$ cat config.mk
export PLATFORM = sky130hd
export DESIGN_NAME = rename_history_buf
export DESIGN_NICKNAME = d
export VERILOG_FILES = /design/src/rtl/rhb_pkg.sv /design/src/rtl/rhb_store.sv /design/src/rtl/rhb_ctrl.sv /design/src/rtl/rhb_release.sv /design/src/rtl/rename_history_buf.sv
export SDC_FILE = /design/constraint.sdc
export NUM_CORES = 1
export LEC_CHECK = 0
export CAP_MARGIN = 20
export CORE_UTILIZATION = 40
export DETAILED_ROUTE_END_ITERATION = 8
export DONT_BUFFER_PORTS = 1
export PLACE_DENSITY = 0.64
export SLEW_MARGIN = 30
export SYNTH_ARGS = -nofsm -noshare
export SYNTH_HDL_FRONTEND = slang
export SYNTH_SLANG_ARGS = --single-unit
$ cat constraint.sdc
create_clock -name clk_i -period 6.21 [get_ports clk_i]
set_input_delay 0.9315 -clock clk_i [delete_from_list [all_inputs] [get_ports clk_i]]
set_output_delay 0.9315 -clock clk_i [all_outputs]
set_load 0.1 [all_outputs]
$ cat src/rtl/rhb_pkg.sv
`timescale 1ns/1ps
package rhb_pkg;
  typedef enum logic [1:0] {
    WALK_IDLE   = 2'd0,
    WALK_SQUASH = 2'd1,
    WALK_COMMIT = 2'd2
  } walk_e;
endpackage

$ cat src/rtl/rhb_store.sv
`timescale 1ns/1ps
module rhb_store #(
  parameter int DEPTH = 8,
  parameter int WIDTH = 16
) (
  input  logic             clk_i,
  input  logic             rst_ni,
  input  logic             push_i,
  input  logic [WIDTH-1:0] push_data_i,
  input  logic             pop_new_i,
  input  logic             pop_old_i,
  output logic [WIDTH-1:0] newest_o,
  output logic [WIDTH-1:0] oldest_o,
  output logic             full_o,
  output logic             empty_o
);
  localparam int IDX_W = (DEPTH > 1) ? $clog2(DEPTH) : 1;
  localparam int CNT_W = $clog2(DEPTH + 1);
  localparam logic [IDX_W-1:0] LAST = IDX_W'(DEPTH - 1);
  localparam logic [CNT_W-1:0] FULL_CNT = CNT_W'(DEPTH);

  logic [WIDTH-1:0] mem_q [DEPTH];
  logic [IDX_W-1:0] head_q, tail_q, newest_idx;
  logic [CNT_W-1:0] cnt_q;

  function automatic logic [IDX_W-1:0] nxt(input logic [IDX_W-1:0] p);
    return (p == LAST) ? '0 : p + 1'b1;
  endfunction

  function automatic logic [IDX_W-1:0] prv(input logic [IDX_W-1:0] p);
    return (p == '0) ? LAST : p - 1'b1;
  endfunction

  assign newest_idx = prv(tail_q);
  assign newest_o   = mem_q[newest_idx];
  assign oldest_o   = mem_q[head_q];
  assign full_o     = (cnt_q == FULL_CNT);
  assign empty_o    = (cnt_q == '0);

  always_ff @(posedge clk_i) begin
    if (push_i) mem_q[tail_q] <= push_data_i;
  end

  always_ff @(posedge clk_i or negedge rst_ni) begin
    if (!rst_ni) begin
      head_q <= '0;
      tail_q <= '0;
      cnt_q  <= '0;
    end else begin
      // push and pop_new never coincide; push and pop_old may
      if (pop_new_i)      tail_q <= newest_idx;
      else if (push_i)    tail_q <= nxt(tail_q);
      if (pop_old_i)      head_q <= nxt(head_q);
      if (push_i && !(pop_new_i || pop_old_i))      cnt_q <= cnt_q + 1'b1;
      else if (!push_i && (pop_new_i || pop_old_i)) cnt_q <= cnt_q - 1'b1;
    end
  end
endmodule

$ cat src/rtl/rhb_ctrl.sv
`timescale 1ns/1ps
module rhb_ctrl
  import rhb_pkg::*;
#(
  parameter int SEQ_W = 16
) (
  input  logic             clk_i,
  input  logic             rst_ni,
  input  logic             sq_valid_i,
  input  logic [SEQ_W-1:0] sq_seq_i,
  input  logic             cm_valid_i,
  input  logic [SEQ_W-1:0] cm_seq_i,
  input  logic             cm_squash_i,
  input  logic             empty_i,
  input  logic [SEQ_W-1:0] newest_seq_i,
  input  logic [SEQ_W-1:0] oldest_seq_i,
  output logic             pop_new_o,
  output logic             pop_old_o,
  output walk_e            state_o
);
  walk_e            state_q, state_d;
  logic [SEQ_W-1:0] tgt_q, tgt_d;
  logic             cm_ok;

  assign state_o = state_q;
  assign cm_ok   = cm_valid_i && !cm_squash_i && !sq_valid_i && (state_q != WALK_SQUASH);

  always_comb begin
    pop_new_o = !sq_valid_i && (state_q == WALK_SQUASH) && !empty_i && (newest_seq_i > tgt_q);
    pop_old_o = !sq_valid_i && (state_q == WALK_COMMIT) && !empty_i && (oldest_seq_i <= tgt_q);
    state_d   = state_q;
    tgt_d     = tgt_q;
    if (sq_valid_i) begin
      state_d = WALK_SQUASH;
      tgt_d   = sq_seq_i;
    end else begin
      unique case (state_q)
        WALK_IDLE: begin
          if (cm_ok && !empty_i && (oldest_seq_i <= cm_seq_i)) begin
            state_d = WALK_COMMIT;
            tgt_d   = cm_seq_i;
          end
        end
        WALK_SQUASH: begin
          if (!pop_new_o) state_d = WALK_IDLE;
        end
        WALK_COMMIT: begin
          if (cm_ok && (cm_seq_i > tgt_q)) tgt_d = cm_seq_i;
          else if (!pop_old_o)            state_d = WALK_IDLE;
        end
        default: state_d = WALK_IDLE;
      endcase
    end
  end

  always_ff @(posedge clk_i or negedge rst_ni) begin
    if (!rst_ni) begin
      state_q <= WALK_IDLE;
      tgt_q   <= '0;
    end else begin
      state_q <= state_d;
      tgt_q   <= tgt_d;
    end
  end
endmodule

$ cat src/rtl/rhb_release.sv
`timescale 1ns/1ps
module rhb_release #(
  parameter int ARCH_W  = 5,
  parameter int PHYS_W  = 7,
  parameter int SB_BASE = 112
) (
  input  logic              pop_new_i,
  input  logic              pop_old_i,
  input  logic [ARCH_W-1:0] new_arch_i,
  input  logic [PHYS_W-1:0] new_phys_i,
  input  logic [PHYS_W-1:0] new_prev_i,
  input  logic [PHYS_W-1:0] old_prev_i,
  output logic              map_we_o,
  output logic [ARCH_W-1:0] map_arch_o,
  output logic [PHYS_W-1:0] map_phys_o,
  output logic              fl_we_o,
  output logic [PHYS_W-1:0] fl_phys_o,
  output logic              sb_we_o,
  output logic [PHYS_W-1:0] sb_phys_o
);
  localparam logic [PHYS_W-1:0] SB_LIM = PHYS_W'(SB_BASE);

  always_comb begin
    map_we_o   = pop_new_i;
    map_arch_o = new_arch_i;
    map_phys_o = new_prev_i;
    fl_we_o    = pop_new_i || pop_old_i;
    fl_phys_o  = pop_new_i ? new_phys_i : old_prev_i;
    sb_we_o    = pop_new_i && (new_phys_i >= SB_LIM);
    sb_phys_o  = new_phys_i;
  end
endmodule

$ cat src/rtl/rename_history_buf.sv
`timescale 1ns/1ps
module rename_history_buf
  import rhb_pkg::*;
#(
  parameter int DEPTH   = 8,
  parameter int SEQ_W   = 16,
  parameter int ARCH_W  = 5,
  parameter int PHYS_W  = 7,
  parameter int SB_BASE = 112
) (
  input  logic              clk_i,
  input  logic              rst_ni,
  input  logic              ins_valid_i,
  input  logic [SEQ_W-1:0]  ins_seq_i,
  input  logic [ARCH_W-1:0] ins_arch_i,
  input  logic [PHYS_W-1:0] ins_new_i,
  input  logic [PHYS_W-1:0] ins_prev_i,
  output logic              ins_ready_o,
  input  logic              sq_valid_i,
  input  logic [SEQ_W-1:0]  sq_seq_i,
  input  logic              cm_valid_i,
  input  logic [SEQ_W-1:0]  cm_seq_i,
  input  logic              cm_squash_i,
  output logic              busy_o,
  output logic              full_o,
  output logic              empty_o,
  output logic              map_we_o,
  output logic [ARCH_W-1:0] map_arch_o,
  output logic [PHYS_W-1:0] map_phys_o,
  output logic              fl_we_o,
  output logic [PHYS_W-1:0] fl_phys_o,
  output logic              sb_we_o,
  output logic [PHYS_W-1:0] sb_phys_o
);
  localparam int ENT_W    = SEQ_W + ARCH_W + 2 * PHYS_W;
  localparam int NEW_LO   = PHYS_W;
  localparam int ARCH_LO  = 2 * PHYS_W;
  localparam int SEQ_LO   = 2 * PHYS_W + ARCH_W;

  logic [ENT_W-1:0] newest, oldest;
  logic             pop_new, pop_old, push, st_full, st_empty;
  walk_e            state;

  assign ins_ready_o = !st_full && (state != WALK_SQUASH);
  assign push        = ins_valid_i && ins_ready_o;
  assign busy_o      = (state != WALK_IDLE);
  assign full_o      = st_full;
  assign empty_o     = st_empty;

  rhb_store #(.DEPTH(DEPTH), .WIDTH(ENT_W)) u_store (
    .clk_i       (clk_i),
    .rst_ni      (rst_ni),
    .push_i      (push),
    .push_data_i ({ins_seq_i, ins_arch_i, ins_new_i, ins_prev_i}),
    .pop_new_i   (pop_new),
    .pop_old_i   (pop_old),
    .newest_o    (newest),
    .oldest_o    (oldest),
    .full_o      (st_full),
    .empty_o     (st_empty)
  );

  rhb_ctrl #(.SEQ_W(SEQ_W)) u_ctrl (
    .clk_i        (clk_i),
    .rst_ni       (rst_ni),
    .sq_valid_i   (sq_valid_i),
    .sq_seq_i     (sq_seq_i),
    .cm_valid_i   (cm_valid_i),
    .cm_seq_i     (cm_seq_i),
    .cm_squash_i  (cm_squash_i),
    .empty_i      (st_empty),
    .newest_seq_i (newest[ENT_W-1:SEQ_LO]),
    .oldest_seq_i (oldest[ENT_W-1:SEQ_LO]),
    .pop_new_o    (pop_new),
    .pop_old_o    (pop_old),
    .state_o      (state)
  );

  rhb_release #(.ARCH_W(ARCH_W), .PHYS_W(PHYS_W), .SB_BASE(SB_BASE)) u_rel (
    .pop_new_i  (pop_new),
    .pop_old_i  (pop_old),
    .new_arch_i (newest[SEQ_LO-1:ARCH_LO]),
    .new_phys_i (newest[ARCH_LO-1:NEW_LO]),
    .new_prev_i (newest[PHYS_W-1:0]),
    .old_prev_i (oldest[PHYS_W-1:0]),
    .map_we_o   (map_we_o),
    .map_arch_o (map_arch_o),
    .map_phys_o (map_phys_o),
    .fl_we_o    (fl_we_o),
    .fl_phys_o  (fl_phys_o),
    .sb_we_o    (sb_we_o),
    .sb_phys_o  (sb_phys_o)
  );
endmodule

==> results by group <==
Clock network
  • CTS Hold Bufs: 0
  • Reg clk slew, reported paths: around 0.060 ns
  • Setup Buffers After CTS: 0
  • Total of cells resized after clock tree synthesis: 0
  • Sink Count: ~310
  • Num CTS Buffers: 35
  • H-tree depth: 2
  • Clock Tree Buf Depth: 3
  • Clk_lat worst skew: 0.53 ns
  • Root buffer cell: clkbuf_16
  • CTS tree: yes

Run status
  • Outcome: finished, final reports clean

Placed design
  • GPL Wtd Cong: 0.822
  • Post-Place Cells: ~1300
  • Dpl cell area: around 16000 um^2
  • IO buf count: 0
  • HPWL Detailed: between 20000 and 25000 um

Global routing
  • Maximum number of pins on one net before global-route repair: 50
  • First-pass GRT wire length: between 50000 and 60000 um
  • Global-route usage over all layers: between 10% and 20%
  • Vias in the first global route: 8273
  • Initial antenna violation count: 0
  • Total grt overflow: 0

Timing
  • Fin crit period: ~5.8 ns
  • RSZ-0062 raised after global routing: false
  • Final setup viols: 0
  • Slew Viols, Final: 0
  • Crit share post-route: a little over nine tenths
  • Slew margin rel.: a little over a third
  • Clock Skews: 0.0184 ns
  • Hold Fails Final Rpt: 0
  • Worst slew pin tran: between 0.9 and 1 ns
  • Max Fclk: about 170 MHz

Setup path
  • Startpoint types: flip-flop
  • Critical Path RT: about 5.3 ns
  • Worst setup EP type: output pin
  • CP Data Arrival Time: between 4 and 5 ns
  • Worst reg2reg setup slack: roughly 0.85 ns
  • Worst-path fanout max: 34
  • Critical path class: flip-flop to output pin
  • Crit-path cells: inv_1 -> ha_4 -> ha_2 -> nor2b_4 -> buf_12 -> mux4_2 -> mux2_2 -> ha_1 -> nand4_1 -> nor2_1 -> a2111oi_2 -> o311a_1 -> or2_4 -> and4_1 -> buf_12
  • CP max stage delay: 0.55 ns
  • Most frequent CP cell: buf_12
  • Slowest cell on the critical path: mux4_2

Synthesis
  • YS warnings: 0
  • Post-Syn Area: 15000 um^2
  • Netlist cell types: a little under 60
  • Post-Syn Nets: between 900 and 1000
  • Ys async rst share: 9.09%
  • Cells after Synth: 842
  • Avg Inst Size Synth: around 18 um^2
  • EDFF count, synth: 280
  • Seq cells post-synth: about 310
  • Ys flop type: edfxtp_1
  • Seq/Total Area, Yosys: 60.5%

Floorplanning
  • Die W: between 150 and 200 um
  • Core ar.: 36800 um^2
  • IO Pins: around 110
  • Initial core utilization: between 40% and 50%
  • Rows: 70
  • Die area: 38400 um^2
  • Die Y: between 150 and 200 um

Routing
  • Final wirelength: around 35000 um
  • Via count: ~8100
  • Initial DRC Count: ~630
  • Drt via density: 5.90
  • Drt drc: 0
  • Routed len/inst: 25.5 um
  • Post-route ant nets: 0
  • First-pass DRT Iterations: 5

Layout
  • Layout Cells excl Fill: between 1000 and 1500
  • Register Area: just over 9000 um^2
  • Multi-input combinational cell area: 5720 um^2
  • Post-Layout Inst Area: roughly 17000 um^2
  • Final #Nets: 1023
  • Ant. Diodes: 0
  • Share of layout cells above drive strength 1: approximately a third
  • Final Util: 46.6%
  • Filler Cell Count: around 3100
  • Layout area overhead: 13.9%

Flow run
  • Max Cap Viol: 0

Hold path
  • Hold Crit Class: input port to asynchronous set/reset pin
[cell families (layout without fill, tap and decap cells)]
| family | after synthesis | in the layout | synth area share [%] |
|---|---|---|---|
| adders and majority gates | 74 | 74 | 6.20 |
| and+or+nand+nor | 80 | 80 | 2.98 |
| AOI/OAI and AO/OA | 86 | 86 | 3.65 |
| muxes | 210 | 210 | 24.0 |
| buffers and inverters | 80 | 138 | 2.37 |
| DFF | 308 | 308 | 60.5 |
| xor gates and xnor gates | 4 | 4 | 0.233 |
[worst max-delay path, delay by kind of cell (launching register included)]
kind                     cells  cell delay, ns
AND/OR/NAND/NOR              5            0.94
multiplexers                 2            0.83
adder cells (fa/ha/maj)      3            0.70
AO/OA/AOI/OAI                2            0.70
buffers and inverters        3            0.65
flip-flops                   1            0.50
[final cells by class]
class,instances,area share [%]
clock inverter,16,0.986
sequential,308,53.2
inverter,41,0.898
tap,468,3.42
multi-input combinational,454,33.4
clock buffer,45,5.51
timing repair buffer,36,2.64
[cell usage after synthesis, types with 3 or more instances]
cell / instances / share of area [%]
a21boi_0: 3 / 0.15
a21o_1: 3 / 0.15
a21oi_1: 31 / 1.0
and4_1: 5 / 0.29
buf_1: 5 / 0.12
buf_2: 6 / 0.20
buf_4: 8 / 0.40
clkbuf_1: 18 / 0.45
dfrtp_1: 28 / 4.7
edfxtp_1: 280 / 56
ha_1: 73 / 6.1
inv_1: 41 / 1.0
mux2_2: 51 / 3.8
mux2i_1: 43 / 2.9
mux4_2: 116 / 17
nand2_1: 18 / 0.45
nand3_1: 5 / 0.17
nand4_1: 10 / 0.42
nor2_1: 14 / 0.35
nor2b_1: 5 / 0.21
nor3_1: 7 / 0.23
o211ai_1: 4 / 0.20
o21ai_0: 21 / 0.70
o21ai_1: 4 / 0.13
xnor2_1: 3 / 0.17
[cells in the final DEF, fill, tap and decap left out, types with 4 or more instances in the layout]
| cell type | count |
|---|---|
| edfxtp_1 | 280 |
| mux4_2 | 116 |
| ha_1 | 71 |
| mux2_2 | 51 |
| mux2i_1 | 43 |
| inv_1 | 41 |
| clkbuf_16 | 35 |
| a21oi_1 | 31 |
| dfrtp_1 | 25 |
| buf_4 | 22 |
| nand2_1 | 18 |
| o21ai_0 | 17 |
| nor2_1 | 11 |
| buf_12 | 11 |
| nand4_1 | 10 |
| o21ai_2 | 7 |
| clkbuf_1 | 7 |
| clkinv_2 | 7 |
| nand3_1 | 5 |
| and4_1 | 5 |
| nor2b_1 | 4 |
| o211ai_1 | 4 |
| clkinv_1 | 4 |
[registers in the layout, summed over array words and instances, names as in the netlist]
signal	flops
u_store.cnt_q	4
u_ctrl.tgt_q	16
u_store.mem_q	280
u_store.head_q	3
u_ctrl.state_o	2
u_store.tail_q	3
[per-stage QoR]
| step | setup slack (ns) | hold slack [ns] | TNS, ns |
|---|---|---|---|
| 6_report | 0.382 | 0.0971 | 0 |
| 5_1_grt | 0.102 | 0.0689 | 0 |
| 4_1_cts | 0.133 | 0.0740 | 0 |
| 3_5_place_dp | 0.644 | 0.525 | 0 |
| 3_3_place_gp | 0.827 | 0.517 | 0 |
| 2_1_floorplan | -0.642 | 0.472 | -23.04 |
[worst paths after layout]
check / depth (start not counted) / from / to
setup / recovery: 15 / u_store.tail_q[0]$_DFFE_PN0P_ / sb_we_o
hold / removal: 0 / rst_ni / u_store.tail_q[0]$_DFFE_PN0P_
setup reg to reg: 22 / u_store.tail_q[0]$_DFFE_PN0P_ / u_store.cnt_q[3]$_DFFE_PN0P_
hold reg to reg: 1 / u_store.cnt_q[3]$_DFFE_PN0P_ / u_store.cnt_q[3]$_DFFE_PN0P_
max in group asynchronous: 0 / rst_ni / u_store.head_q[2]$_DFFE_PN0P_
min in group clk_i: 0 / ins_prev_i[0] / u_store.mem_q[0][0]$_DFFE_PP_
[per-layer routing]
layer  routed length, um  up-vias  GRT usage (%)
li1                    -     3535              -
met1               15100     4215           24.7
met2               16900      269           30.3
met3                2350       50           4.26
met4                 653        0           4.48
met5                   0        -              0
Power is left out: the tool's default activity adds up to more than one toggle a clock period on the data nets, which glitch-free logic cannot reach.
